[src/rtl/sdr_ir_pkg.sv]
package sdr_ir_pkg;

    typedef struct packed {
        logic cs_n;
        logic ras_n;
        logic cas_n;
        logic we_n;
    } sd_cmd_t;

    localparam sd_cmd_t CMD_INH = 4'b1111;
    localparam sd_cmd_t CMD_NOP = 4'b0111;
    localparam sd_cmd_t CMD_PRE = 4'b0010;
    localparam sd_cmd_t CMD_REF = 4'b0001;
    localparam sd_cmd_t CMD_LMR = 4'b0000;
    localparam sd_cmd_t CMD_ACT = 4'b0011;
    localparam sd_cmd_t CMD_RD  = 4'b0101;
    localparam sd_cmd_t CMD_WR  = 4'b0100;
    localparam sd_cmd_t CMD_BST = 4'b0110;

    typedef enum logic [3:0] {
        ST_PWRUP,
        ST_PRE_INIT,
        ST_REF_A,
        ST_REF_B,
        ST_LMR,
        ST_EMR,
        ST_WAIT,
        ST_IDLE,
        ST_RREF
    } seq_st_e;

    // Mode word: [2:0] burst code, [3] interleave, [6:4] CAS latency,
    // [8:7] operating mode (standard), [9] write burst follows reads, [11:10] zero.
    function automatic logic [11:0] mode_word(input logic [2:0] bl_code,
                                              input logic       ilv,
                                              input logic [2:0] cl);
        return {2'b00, 1'b0, 2'b00, cl, ilv, bl_code};
    endfunction

endpackage

[src/rtl/sdr_ir_ticker.sv]
module sdr_ir_ticker #(
    parameter int REF_INT = 2080
) (
    input  logic clk,
    input  logic rst_n,
    input  logic en,
    output logic tick
);
    localparam int TW = (REF_INT > 2) ? $clog2(REF_INT) : 1;

    typedef struct packed {
        logic [TW-1:0] cnt;
        logic          tick;
    } tk_s;

    tk_s tk_d, tk_q;

    always_comb begin
        tk_d      = tk_q;
        tk_d.tick = 1'b0;
        if (!en) begin
            tk_d.cnt = '0;
        end else if (tk_q.cnt == TW'(REF_INT - 1)) begin
            tk_d.cnt  = '0;
            tk_d.tick = 1'b1;
        end else begin
            tk_d.cnt = tk_q.cnt + 1'b1;
        end
    end

    always_ff @(posedge clk) begin
        if (!rst_n) tk_q <= '0;
        else        tk_q <= tk_d;
    end

    assign tick = tk_q.tick;

    // a due-refresh mark is a single-cycle pulse
    a_r10_tick_single: assert property (@(posedge clk) disable iff (!rst_n)
        tk_q.tick |=> !tk_q.tick);

    // no refresh is marked due before initialisation completes
    a_r10_quiet_before_init: assert property (@(posedge clk) disable iff (!rst_n)
        (!en && !tk_q.tick) |=> !tk_q.tick);

endmodule

[src/rtl/sdr_ir_pending.sv]
module sdr_ir_pending #(
    parameter int MAX_PEND   = 8,
    parameter int PEND_LIMIT = 4
) (
    input  logic clk,
    input  logic rst_n,
    input  logic tick,
    input  logic dec,
    output logic nz,
    output logic urgent
);
    localparam int PW = $clog2(MAX_PEND + 1);

    typedef struct packed {
        logic [PW-1:0] cnt;
    } pd_s;

    pd_s pd_d, pd_q;

    always_comb begin
        pd_d = pd_q;
        unique case ({tick, dec})
            2'b10: if (pd_q.cnt != PW'(MAX_PEND)) pd_d.cnt = pd_q.cnt + 1'b1;
            2'b01: if (pd_q.cnt != '0)            pd_d.cnt = pd_q.cnt - 1'b1;
            default: pd_d = pd_q;
        endcase
    end

    always_ff @(posedge clk) begin
        if (!rst_n) pd_q <= '0;
        else        pd_q <= pd_d;
    end

    assign nz     = (pd_q.cnt != '0);
    assign urgent = (pd_q.cnt >= PW'(PEND_LIMIT));

    // the owed count never passes its ceiling
    a_r11_pend_bound: assert property (@(posedge clk) disable iff (!rst_n)
        pd_q.cnt <= PW'(MAX_PEND));

    // the sequencer only spends a refresh that is actually owed
    a_r11_dec_only_when_owed: assert property (@(posedge clk) disable iff (!rst_n)
        dec |-> (pd_q.cnt != '0));

endmodule

[src/rtl/sdr_ir_seq.sv]
module sdr_ir_seq
    import sdr_ir_pkg::*;
#(
    parameter int                 ADDR_W    = 12,
    parameter int                 BA_W      = 2,
    parameter int                 PWRUP_CYC = 26600,
    parameter int                 T_RP      = 3,
    parameter int                 T_RFC     = 10,
    parameter int                 T_MRD     = 2,
    parameter logic [ADDR_W-1:0]  MODE_OP   = '0,
    parameter logic [ADDR_W-1:0]  EXT_OP    = '0,
    parameter logic [BA_W-1:0]    EXT_BA    = 2'b10
) (
    input  logic              clk,
    input  logic              rst_n,
    input  logic              usr_valid,
    input  logic              usr_ras_n,
    input  logic              usr_cas_n,
    input  logic              usr_we_n,
    input  logic [BA_W-1:0]   usr_ba,
    input  logic [ADDR_W-1:0] usr_addr,
    input  logic              pend_nz,
    input  logic              pend_urgent,
    output logic              usr_ready,
    output logic              ref_issued,
    output logic              sd_cke,
    output sd_cmd_t           sd_cmd,
    output logic [BA_W-1:0]   sd_ba,
    output logic [ADDR_W-1:0] sd_addr,
    output logic              init_done,
    output logic              ref_busy
);
    localparam int M1      = (T_RP > T_RFC) ? T_RP : T_RFC;
    localparam int M2      = (M1 > T_MRD) ? M1 : T_MRD;
    localparam int CNT_MAX = (M2 > PWRUP_CYC) ? M2 : PWRUP_CYC;
    localparam int CNT_W   = $clog2(CNT_MAX + 1);
    localparam int A_ALL   = 10;

    typedef struct packed {
        seq_st_e           st;
        seq_st_e           ret;
        logic [CNT_W-1:0]  cnt;
        logic              cke;
        sd_cmd_t           cmd;
        logic [BA_W-1:0]   ba;
        logic [ADDR_W-1:0] addr;
        logic              done;
        logic              busy;
    } seq_s;

    seq_s q, d;

    always_comb begin
        d      = q;
        d.cke  = 1'b1;
        d.cmd  = CMD_NOP;
        d.ba   = '0;
        d.addr = '0;
        unique case (q.st)
            ST_PWRUP: begin
                if (q.cnt == '0) d.st  = ST_PRE_INIT;
                else             d.cnt = q.cnt - 1'b1;
            end
            ST_PRE_INIT: begin
                d.cmd         = CMD_PRE;
                d.addr[A_ALL] = 1'b1;
                d.st          = ST_WAIT;
                d.cnt         = CNT_W'(T_RP - 1);
                d.ret         = ST_REF_A;
            end
            ST_REF_A: begin
                d.cmd = CMD_REF;
                d.st  = ST_WAIT;
                d.cnt = CNT_W'(T_RFC - 1);
                d.ret = ST_REF_B;
            end
            ST_REF_B: begin
                d.cmd = CMD_REF;
                d.st  = ST_WAIT;
                d.cnt = CNT_W'(T_RFC - 1);
                d.ret = ST_LMR;
            end
            ST_LMR: begin
                d.cmd  = CMD_LMR;
                d.addr = MODE_OP;
                d.st   = ST_WAIT;
                d.cnt  = CNT_W'(T_MRD - 1);
                d.ret  = ST_EMR;
            end
            ST_EMR: begin
                d.cmd  = CMD_LMR;
                d.ba   = EXT_BA;
                d.addr = EXT_OP;
                d.st   = ST_WAIT;
                d.cnt  = CNT_W'(T_MRD - 1);
                d.ret  = ST_IDLE;
            end
            ST_WAIT: begin
                if (q.cnt == '0) begin
                    d.st = q.ret;
                    if (q.ret == ST_IDLE) begin
                        d.done = 1'b1;
                        d.busy = 1'b0;
                    end
                end else begin
                    d.cnt = q.cnt - 1'b1;
                end
            end
            ST_IDLE: begin
                if (pend_urgent || (pend_nz && !usr_valid)) begin
                    d.cmd         = CMD_PRE;
                    d.addr[A_ALL] = 1'b1;
                    d.busy        = 1'b1;
                    d.st          = ST_WAIT;
                    d.cnt         = CNT_W'(T_RP - 1);
                    d.ret         = ST_RREF;
                end else if (usr_valid) begin
                    d.cmd  = '{cs_n: 1'b0, ras_n: usr_ras_n, cas_n: usr_cas_n, we_n: usr_we_n};
                    d.ba   = usr_ba;
                    d.addr = usr_addr;
                end
            end
            ST_RREF: begin
                d.cmd = CMD_REF;
                d.st  = ST_WAIT;
                d.cnt = CNT_W'(T_RFC - 1);
                d.ret = ST_IDLE;
            end
            default: d.st = ST_PWRUP;
        endcase
    end

    always_ff @(posedge clk) begin
        if (!rst_n) begin
            q      <= '0;
            q.st   <= ST_PWRUP;
            q.ret  <= ST_IDLE;
            q.cnt  <= CNT_W'(PWRUP_CYC - 1);
            q.cke  <= 1'b0;
            q.cmd  <= CMD_INH;
        end else begin
            q <= d;
        end
    end

    assign usr_ready  = (q.st == ST_IDLE) && !pend_urgent;
    assign ref_issued = (q.st == ST_RREF);
    assign sd_cke     = q.cke;
    assign sd_cmd     = q.cmd;
    assign sd_ba      = q.ba;
    assign sd_addr    = q.addr;
    assign init_done  = q.done;
    assign ref_busy   = q.busy;

    // Checker state: all banks known closed since the last bank-opening command
    logic pre_armed_q;
    always_ff @(posedge clk) begin
        if (!rst_n) begin
            pre_armed_q <= 1'b0;
        end else if (q.cmd == CMD_PRE && q.addr[A_ALL]) begin
            pre_armed_q <= 1'b1;
        end else if (q.cmd == CMD_ACT || q.cmd == CMD_RD || q.cmd == CMD_WR ||
                     q.cmd == CMD_LMR || q.cmd == CMD_BST) begin
            pre_armed_q <= 1'b0;
        end
    end

    // a refresh only follows an all-bank precharge
    a_r12_ref_after_pre: assert property (@(posedge clk) disable iff (!rst_n)
        (q.cmd == CMD_REF) |-> pre_armed_q);

    // the user port opens only once initialisation has finished
    a_r7_ready_after_init: assert property (@(posedge clk) disable iff (!rst_n)
        usr_ready |-> q.done);

    // the user port is shut while a refresh owns the bus
    a_r9_busy_blocks_user: assert property (@(posedge clk) disable iff (!rst_n)
        q.busy |-> !usr_ready);

    // ready indication never falls outside reset
    a_r6_done_sticky: assert property (@(posedge clk) disable iff (!rst_n)
        q.done |=> q.done);

    // clock enable stays high once raised
    a_r2_cke_held: assert property (@(posedge clk) disable iff (!rst_n)
        q.cke |=> q.cke);

    // a counting wait keeps NOP on the bus
    a_r3_wait_is_nop: assert property (@(posedge clk) disable iff (!rst_n)
        (q.st == ST_WAIT && q.cnt != '0) |=> (q.cmd == CMD_NOP));

endmodule

[src/rtl/sdr_initref_ctrl.sv]
module sdr_initref_ctrl
    import sdr_ir_pkg::*;
#(
    parameter int          ADDR_W     = 12,
    parameter int          BA_W       = 2,
    parameter int          PWRUP_CYC  = 26600,
    parameter int          REF_INT    = 2080,
    parameter int          T_RP       = 3,
    parameter int          T_RFC      = 10,
    parameter int          T_MRD      = 2,
    parameter int          MAX_PEND   = 8,
    parameter int          PEND_LIMIT = 4,
    parameter int          CAS_LAT    = 3,
    parameter logic [2:0]  BURST_CODE = 3'b011,
    parameter logic        BURST_ILV  = 1'b0,
    parameter logic [11:0] EXT_OP     = 12'h000
) (
    input  logic              clk,
    input  logic              rst_n,
    input  logic              usr_valid,
    input  logic              usr_ras_n,
    input  logic              usr_cas_n,
    input  logic              usr_we_n,
    input  logic [BA_W-1:0]   usr_ba,
    input  logic [ADDR_W-1:0] usr_addr,
    output logic              usr_ready,
    output logic              sd_cke,
    output logic              sd_cs_n,
    output logic              sd_ras_n,
    output logic              sd_cas_n,
    output logic              sd_we_n,
    output logic [BA_W-1:0]   sd_ba,
    output logic [ADDR_W-1:0] sd_addr,
    output logic              init_done,
    output logic              ref_busy
);
    localparam logic [ADDR_W-1:0] MODE_W =
        ADDR_W'(mode_word(BURST_CODE, BURST_ILV, 3'(CAS_LAT)));
    localparam logic [ADDR_W-1:0] EXT_W  = ADDR_W'(EXT_OP);
    localparam logic [BA_W-1:0]   EXT_BA = BA_W'(2);

    logic    tick, pend_nz, pend_urgent, ref_issued;
    sd_cmd_t cmd;

    sdr_ir_ticker #(.REF_INT(REF_INT)) u_ticker (
        .clk   (clk),
        .rst_n (rst_n),
        .en    (init_done),
        .tick  (tick)
    );

    sdr_ir_pending #(.MAX_PEND(MAX_PEND), .PEND_LIMIT(PEND_LIMIT)) u_pending (
        .clk    (clk),
        .rst_n  (rst_n),
        .tick   (tick),
        .dec    (ref_issued),
        .nz     (pend_nz),
        .urgent (pend_urgent)
    );

    sdr_ir_seq #(
        .ADDR_W    (ADDR_W),
        .BA_W      (BA_W),
        .PWRUP_CYC (PWRUP_CYC),
        .T_RP      (T_RP),
        .T_RFC     (T_RFC),
        .T_MRD     (T_MRD),
        .MODE_OP   (MODE_W),
        .EXT_OP    (EXT_W),
        .EXT_BA    (EXT_BA)
    ) u_seq (
        .clk         (clk),
        .rst_n       (rst_n),
        .usr_valid   (usr_valid),
        .usr_ras_n   (usr_ras_n),
        .usr_cas_n   (usr_cas_n),
        .usr_we_n    (usr_we_n),
        .usr_ba      (usr_ba),
        .usr_addr    (usr_addr),
        .pend_nz     (pend_nz),
        .pend_urgent (pend_urgent),
        .usr_ready   (usr_ready),
        .ref_issued  (ref_issued),
        .sd_cke      (sd_cke),
        .sd_cmd      (cmd),
        .sd_ba       (sd_ba),
        .sd_addr     (sd_addr),
        .init_done   (init_done),
        .ref_busy    (ref_busy)
    );

    assign sd_cs_n  = cmd.cs_n;
    assign sd_ras_n = cmd.ras_n;
    assign sd_cas_n = cmd.cas_n;
    assign sd_we_n  = cmd.we_n;

endmodule

[config.mk]
export PLATFORM = sky130hd
export DESIGN_NAME = sdr_initref_ctrl
export DESIGN_NICKNAME = d
export VERILOG_FILES = /design/src/rtl/sdr_ir_pkg.sv /design/src/rtl/sdr_ir_ticker.sv /design/src/rtl/sdr_ir_pending.sv /design/src/rtl/sdr_ir_seq.sv /design/src/rtl/sdr_initref_ctrl.sv
export SDC_FILE = /design/constraint.sdc
export NUM_CORES = 1
export LEC_CHECK = 0
export BUFFER_PORTS_ARGS = -buffer_cell sky130_fd_sc_hd__buf_2
export CAP_MARGIN = 20
export CORE_MARGIN = 4
export CORE_UTILIZATION = 50
export DETAILED_ROUTE_END_ITERATION = 12
export MAX_ROUTING_LAYER = met4
export PLACE_DENSITY = 0.71
export SETUP_SLACK_MARGIN = 0.2
export SLEW_MARGIN = 30
export SYNTH_ARGS = -nofsm -noshare
export SYNTH_HDL_FRONTEND = slang
export SYNTH_SLANG_ARGS = --single-unit
[constraint.sdc]
create_clock -name clk -period 2.9 [get_ports clk]
set_clock_uncertainty 0.2 [all_clocks]
set_input_delay 0.435 -clock clk [delete_from_list [all_inputs] [get_ports clk]]
set_output_delay 0.435 -clock clk [all_outputs]
set_load 0.005 [all_outputs]
# Word level (Yosys, flattened, before mapping)
# Cells that the tools add are included.
[totals] register_bits=61 inputBits=20 out_inout_bits=22 word_cells=98
[classes] addsub=4 magnitude_cmp=1 eq_ne=20 mux=27 bitwise=4 n_reduce_logical=26
[ops] operator="$pmux 15 s5" n=1
[ops] operator="$pmux 4 s4" n=2
[ops] operator="$pmux 4 s6" n=1
[ops] operator="$mux 23" n=1
[ops] operator="$mux 21" n=1
[ops] operator="$eq 4x3->1 const B" n=5
[ops] operator="$mux 4" n=5
[ops] operator="$pmux 10 s2" n=1
[ops] operator="$mux 17" n=1
[ops] operator="$logic_not 15->1" n=1
[ops] operator="$mux 15" n=1
[ops] operator="$sub 15x1->15 const B" n=1
[ops] operator="$add 12x1->12 const B" n=1
[ops] operator="$eq 12x12->1 const B" n=1
[ops] operator="$ne 2x1->1 const B" n=6
[ops] operator="$reduce_and 3->1" n=4
[ops] operator="$mux 10" n=1
[ops] operator="$eq 4x2->1 const B" n=2
[ops] operator="$pmux 4 s2" n=1
[ops] operator="$reduce_bool 6->1" n=1
[ops] operator="$reduce_or 2->1" n=3
[ops] operator="$reduce_or 3->1" n=2
[ops] operator="$reduce_or 6->1" n=1
[ops] operator="$mux 1" n=5
[ops] operator="other kinds (24)" n=33

# Logic depth before layout (Yosys ltp)
# Gate-level depths: netlist of run 1.
[logic_depth] word_depth=6 depth_mapped=12 ltp_nobuf=10

# Cells and area by module
# A second synthesis of run 1 with hierarchy kept.
[hier_totals] cells_unflattened=362 area_unflattened_um2=3062.9
[by_module_without_submodules] module="sdr_ir_seq" instances=1 cells_per_inst=270 area_per_inst_um2=2200.9 seq_area_each_um2=880.8
[by_module_without_submodules] module="sdr_ir_ticker" instances=1 cells_per_inst=60 area_per_inst_um2=565.5 seq_area_each_um2=260.2
[by_module_without_submodules] module="sdr_ir_pending" instances=1 cells_per_inst=32 area_per_inst_um2=296.5 seq_area_each_um2=80.1

# Least setup slack after synthesis of run 1
# Ideal clock, no wire load.
[synth_path] path_kind="register to register" from="register u_seq.q[40] (netlist bit)" to="register u_pending.pd_q[3] (netlist bit)" setup_time_ns=0.127 arrival_ns=2.237 required_ns=2.573 slack_ns=0.336 path_stages_with_launch=11 n_path_buf=2 period_less_slack_ns=2.564 path_cell_list="dfxtp_1 > buf_6 > or4b_4 > buf_6 > inv_1 > ha_1 > or3b_2 > a21oi_1 > o21ai_0 > xor2_1 > nor2_1"
[synth_via] elab_chain_len=4 elab_cells_between_ends=8 cone_classes="5 x eq/ne; 1 x mux; 2 x reduce/logical"
[synth_lines] item="from (decl)" line_no="sdr_ir_seq.sv:51" rtl="seq_s q, d;"
[synth_lines] item="$eq 4x4->1 *" line_no="sdr_ir_seq.sv:147" rtl="assign ref_issued = (q.st == ST_RREF);"
[synth_lines] item="$eq 2x1->1 / $eq 2x2->1 (equally long branches)" line_no="sdr_ir_pending.sv:22" rtl="unique case ({tick, dec})"
[synth_lines] item="$ne 2x1->1 (no source line) / $reduce_bool 2->1 (equally long branches)"
[synth_lines] item="$reduce_and 3->1 (no source line)"
[synth_lines] item="to (signal assigned)" line_no="sdr_ir_pending.sv:31" rtl="else pd_q <= pd_d;"
[synth_lines] item="to (decl)" line_no="sdr_ir_pending.sv:18" rtl="pd_s pd_d, pd_q;"
# Every way passes the cells marked *; elsewhere a longest branch is shown, timed or not.
# A chain may end at the register's enable or synchronous reset.

# Worst setup path after layout of run 1
# Same ends and word-level chain as after synthesis.

==> impl_metrics.json, run 1 <==
{
  "cts.clk_slew.worst_paths_ns": 0.07,
  "synthesis.area_um2": 2937,
  "whs_endpoint": "u_seq.sd_ba[0]",
  "min_path_type": "input pin to flop",
  "worst_slew_pin_slew_ns": 0.5517,
  "grt_pass1_wl_mm": 11.10,
  "yosysTopAreaCell": "dfxtp_1",
  "reg2reg_to": "u_pending.pd_q[3]",
  "worst_slack_ns": 0.3501,
  "stdcell_area_um2": 3331,
  "coreArea_um2": 5608,
  "cp-start-kind": "flop",
  "seq_area_um2": 1221,
  "finalSetupViolCount": 0,
  "antennaDiodeCount": 0,
  "vias": 2526,
  "synthArstFlopShare": 0,
  "drv_cap": 0,
  "synth-seq-cells": 61,
  "pre_cts_slack_ns": 0.3559,
  "nNetsFinal": 404,
  "num_io_pins": 42,
  "cts_max_level": 3,
  "cts_buffers": 9,
  "port_buffers": 41,
  "clkLatencyLatePin_ns": 0.34,
  "drc_errors": 0,
  "peakVddDrop_v": 0.0003996,
  "rows": 27,
  "cts.path.max_buffers": 2,
  "post-route-min-period_ns": 2.550,
  "grt.total_usage": 0.1955,
  "slew_headroom": 0.6299,
  "detail_route.iter0.violations": 175,
  "ys_types": 56,
  "gp_congestion": 0.8395,
  "min_from": "usr_ba[0]",
  "reg2reg_slack_ns": 0.35,
  "syn_nets": 374,
  "overflow": 0,
  "crit_required_ns": 2.92,
  "end_kind": "flop",
  "finalHoldViolCount": 0,
  "first_pass_iters": 4,
  "grt_start_max_net_pins": 30,
  "slew_violations": 0,
  "routedWlPerCell_um": 14.18,
  "start_util": 0.5237,
  "fp.dieArea_um2": 7163,
  "die_x_um": 84.64,
  "r2r_cells": 8,
  "synth.area.top_cells": "dfxtp_1 (42%), nor2_1 (4.6%), nand2_1 (4.0%), a21oi_1 (3.9%), buf_4 (3.8%)",
  "antenna_found_initial": 0,
  "areaGrowthSynthToFinish_pct": 13.42,
  "via_per_inst": 5.552,
  "status": "finished, final reports clean",
  "rsz0062_at_grt": "no",
  "synth_edf_count": 0,
  "yosysTopAreaCellShare": 0.4159,
  "rr_startpoint": "u_seq.q[40]",
  "drive_above_1_share": 0.2037,
  "final_cell_mix": "dfxtp_1 (61), buf_2 (41), nor2_1 (36)",
  "max_freq_mhz": 392.2,
  "wl_mm": 6.452,
  "multi_input_area_um2": 1491,
  "min_period_over_period": 0.8793,
  "ys.flop_type": "dfxtp_1",
  "nFillCells": 515,
  "synthCells": 348,
  "dpl_cell_area_um2": 3112,
  "grt_pass1_vias": 2436,
  "crit_fanout": 7,
  "critical_path_class": "flop to flop",
  "yosysWarnings": 0,
  "synth_area_per_cell_um2": 8.438,
  "post-cts-setup-buffers": 0,
  "power_density_nw_per_um2": 585.7,
  "whs_path_depth": 2,
  "die-height_um": 84.64,
  "p_leak_nw": 1.360,
  "dp_hpwl_mm": 4.535,
  "ys_seq_area_frac": 0.4159,
  "cts_tree": "done",
  "root_buffer": "clkbuf_8",
  "cp.arrival_ns": 2.57,
  "cts_resized": 0,
  "cts.sinks": 61,
  "final_common_cell": "dfxtp_1",
  "antenna_left": 0,
  "fin_setup_tns_ns": 0,
  "ctsHoldBuffers": 0
}
final cells by class:
class | instances | area share
inverters | 11 | 0.01240
clock inverters | 7 | 0.02705
repair buffers | 50 | 0.08189
flip-flops and latches | 61 | 0.3666
well taps | 72 | 0.02705
multi-input cells | 245 | 0.4478
clock buffers | 9 | 0.03719
metrics by stage:
step	util	total power [W]	hold slack, ns	cells
floorplan	-	0.001091	0.2261	348
global placement	0.5549	0.001153	0.2407	439
detailed placement	0.5549	0.001157	0.2657	439
CTS	0.5930	0.001975	0.09599	455
global route	0.5939	0.002051	0.1070	455
finish	0.5939	0.001951	0.1133	455
worst max-delay path by stage:
stage | startpoint | end | depth (start not counted)
6_report | u_seq.q[40] | u_pending.pd_q[3] | 8
5_1_grt | u_seq.q[40] | u_pending.pd_q[3] | 8
3_5_place_dp | u_seq.q[40] | u_pending.pd_q[3] | 8
3_3_place_gp | u_seq.q[40] | u_pending.pd_q[3] | 8
2_1_floorplan | u_seq.q[40] | u_pending.pd_q[3] | 10
4_1_cts | u_seq.q[40] | u_pending.pd_q[3] | 8
worst max-delay path, stage by stage (launching register included):
cell and delay, ns:
dfxtp_1 0.31, or4b_4 0.61, inv_1 0.13, ha_1 0.25
or3b_2 0.46, a21oi_1 0.15, o21ai_0 0.11, xor2_1 0.15
nor2_1 0.05
Yosys cell counts, types with 3 or more instances:
cell type	instances
nand2_1	31
nand4_1	3
ha_1	6
nand3_1	11
nor3_1	14
and4_1	3
o21ai_1	3
dfxtp_1	61
clkbuf_1	14
o2111ai_1	3
nor2_1	36
inv_1	10
a21boi_1	3
nor2b_1	4
o211ai_1	4
xnor2_1	7
a21o_1	3
xor2_1	10
a21oi_1	23
o21ai_0	18
nor4_1	7
and3_1	11
or2_2	3
or3_1	3
buf_4	15
power by group:
| group | total, W | internal [W] | switching, W |
|---|---|---|---|
| Sequential | 0.000925 | 0.000885 | 0.0000400 |
| Combinational | 0.000216 | 0.0000931 | 0.000123 |
| Clock | 0.000810 | 0.000478 | 0.000332 |
| Total | 0.00195 | 0.00146 | 0.000495 |
metal layers:
layer / share of wire / wire length (um) / GRT usage / vias up
met1: 0.45 / 2916 / 0.2321 / 1173
met2: 0.46 / 2958 / 0.3060 / 66
met4: 0.017 / 110 / 0.07914 / 0
met5: 0 / 0 / - / -
li1: - / - / - / 1277
met3: 0.072 / 467 / 0.06281 / 10
flip-flops by register name (all words and copies together), names as in the netlist:
register         count
u_pending.pd_q       4
u_seq.init_done      1
u_seq.q             23
u_seq.ref_busy       1
u_seq.sd_addr       12
u_seq.sd_ba          2
u_seq.sd_cke         1
u_seq.sd_cmd         4
u_ticker.tick        1
u_ticker.tk_q       12
cell families (layout without fill, tap and decap cells):
group / Yosys count / in the layout / share of synthesized area
AOI/OAI and AO/OA: 76 / 76 / 0.1679
xor gates and xnor gates: 17 / 17 / 0.05070
adders and majority gates: 6 / 6 / 0.02556
buffers and inverters: 42 / 77 / 0.07797
DFF: 61 / 61 / 0.4158
muxes: 4 / 4 / 0.01449
and+or+nand+nor: 142 / 142 / 0.2476
Power figures use the tool's default switching activity.
==> inputs of run 2 (changes only) <==
Settings changed: BUFFER_PORTS_ARGS -buffer_cell sky130_fd_sc_hd__buf_2 to not set, DONT_BUFFER_PORTS set to 1, PLACE_DENSITY 0.71 to not set.
==> run 2 against run 1 <==
Worst setup slack better by 0.063 ns. Fmax is 2.5% higher. Critical path type unchanged. Critical endpoint unchanged. Clock-buffer cell count rose by 3. Power is 1.5% higher. Wire length shrank 3.5%. Sequential share of layout area up 1.9 points. Combinational power shrank 10%. Largest power group unchanged. Clock power up 6.0%. Die area unchanged. Final area down 4.8%. Critical path depth unchanged.
==> impl_metrics.json, run 2 (synthesis gave the netlist of run 1 again) <==
{
  "status": "finished, final reports clean",
  "rsz0062_at_grt": "no",
  "critical_path.cell_chain": "or4b_4, inv_1, ha_2, or3b_2, a21oi_1, o21ai_0, xor2_1, nor2_1",
  "cts.path.max_buffers": 2,
  "final_common_cell": "dfxtp_1",
  "via_per_inst": 5.725,
  "critPathSlowestCell": "or4b_4",
  "critical_path_class": "flop to flop",
  "slew_violations": 0,
  "slowest_delay_ns": 0.60,
  "cts.clk_slew.worst_paths_ns": 0.07,
  "rows": 27,
  "cp_top_family": "simple AND/OR/NAND/NOR gates",
  "largest-register": "u_seq.q",
  "grt_pass1_vias": 2160,
  "die-height_um": 84.64,
  "worst_slew_pin_slew_ns": 0.6208,
  "areaGrowthSynthToFinish_pct": 7.925,
  "port_buffers": 0,
  "dp_hpwl_mm": 4.270,
  "cp-start-kind": "flop",
  "crit_required_ns": 2.93,
  "wl_mm": 6.229,
  "finalSetupViolCount": 0,
  "grt_pass1_wl_mm": 10.60,
  "p_leak_nw": 1.201,
  "drc_errors": 0,
  "drive_above_1_share": 0.1098,
  "routedWlPerCell_um": 14.90,
  "fp.dieArea_um2": 7163,
  "min_path_type": "input pin to flop",
  "drv_cap": 0,
  "largest_reg_flops": 23,
  "antenna_found_initial": 0,
  "end_kind": "flop",
  "antenna_left": 0,
  "die_x_um": 84.64,
  "cts_max_level": 3,
  "gp_congestion": 0.8434,
  "cts_buffers": 9,
  "root_buffer": "clkbuf_8",
  "dpl_cell_area_um2": 2922,
  "stdcell_area_um2": 3169,
  "seq_area_um2": 1221,
  "cts_tree": "done",
  "cts.sinks": 61,
  "finalHoldViolCount": 0,
  "multi_input_area_um2": 1489,
  "first_pass_iters": 4,
  "clkLatencyLatePin_ns": 0.34,
  "slew_headroom": 0.5848,
  "max_freq_mhz": 402.1,
  "post-route-min-period_ns": 2.487,
  "nNetsFinal": 367,
  "peakVddDrop_v": 0.0004141,
  "fin_setup_tns_ns": 0,
  "nFillCells": 533,
  "crit_buf_inv": 1,
  "antennaDiodeCount": 0,
  "coreArea_um2": 5608,
  "num_io_pins": 42,
  "min_period_over_period": 0.8576,
  "detail_route.iter0.violations": 115,
  "grt.total_usage": 0.1868,
  "overflow": 0,
  "cp.arrival_ns": 2.51,
  "final_cell_mix": "dfxtp_1 (61), nor2_1 (36), nand2_1 (31)",
  "crit_fanout": 7,
  "vias": 2393,
  "power_density_nw_per_um2": 624.9,
  "start_util": 0.5237,
  "grt_start_max_net_pins": 19
}
run 2: cell count changes in the layout (fill, tap and decap cells not counted), moves of 2 or more:
cell and delta:
buf_2 -41, clkbuf_8 +2, clkinvlp_4 -2, dlygate4sd3_1 +2, buf_4 +2
run 2: cell type report:
cell class,instances,share of cell area
multi-input combinational,245,0.4698
sequential,61,0.3853
inverter,11,0.01303
clock buffer,12,0.04895
tap,72,0.02842
clock inverter,4,0.02211
timing repair buffer,13,0.03237
run 2: routing by layer:
| layer | GRT usage | share of wire | vias to the layer above |
|---|---|---|---|
| met5 | - | 0 | - |
| met2 | 0.2690 | 0.45 | 65 |
| met3 | 0.04907 | 0.065 | 9 |
| met1 | 0.2454 | 0.47 | 1112 |
| met4 | 0.08201 | 0.013 | 0 |
| li1 | - | - | 1207 |
run 2: repair_timing:
action | CTS | global route
gates resized for setup | 0 | 1
hold buffers | 1 | 1
hold endpoints to repair | 16 | 1
setup buffers | 0 | 0
setup endpoints to repair | 0 | 1
run 2: power breakdown:
group          total, W  switching, W  internal (W)
clock network  0.000859      0.000331      0.000528
logic          0.000194      0.000110     0.0000836
registers      0.000927     0.0000424      0.000885
total           0.00198      0.000484       0.00150
run 2: path summary, 6_finish.rpt:
kind / from / endpoint / slack [ns] / cells after the start
setup / recovery: u_seq.q[40] / u_pending.pd_q[3] / 0.41 / 8
hold reg to reg: u_ticker.tk_q[1] / u_ticker.tk_q[1] / 0.27 / 1
hold / removal: usr_valid / u_seq.sd_addr[11] / 0.02 / 2
setup reg to reg: u_seq.q[40] / u_pending.pd_q[3] / 0.41 / 8
run 2: worst register-to-register path, stage by stage, from the launching register on:
cell and delay (ns):
dfxtp_1 0.31, or4b_4 0.60, inv_1 0.13, ha_2 0.23, or3b_2 0.45, a21oi_1 0.15
o21ai_0 0.11, xor2_1 0.15, nor2_1 0.05
run 2: per-stage QoR:
| step | instances | util | hold slack, ns | total power, W | setup slack, ns |
|---|---|---|---|---|---|
| final | 418 | 0.5651 | 0.02420 | 0.001981 | 0.4129 |
| after global routing | 418 | 0.5651 | 0.01135 | 0.002081 | 0.2275 |
| after CTS | 417 | 0.5629 | 0.004677 | 0.001998 | 0.3771 |
| after detailed placement | 400 | 0.5210 | 0.2558 | 0.001134 | 0.3885 |
| after global placement | 400 | 0.5210 | 0.2439 | 0.001134 | 0.4391 |
| after floorplan | 348 | - | 0.2261 | 0.001091 | 0.3359 |
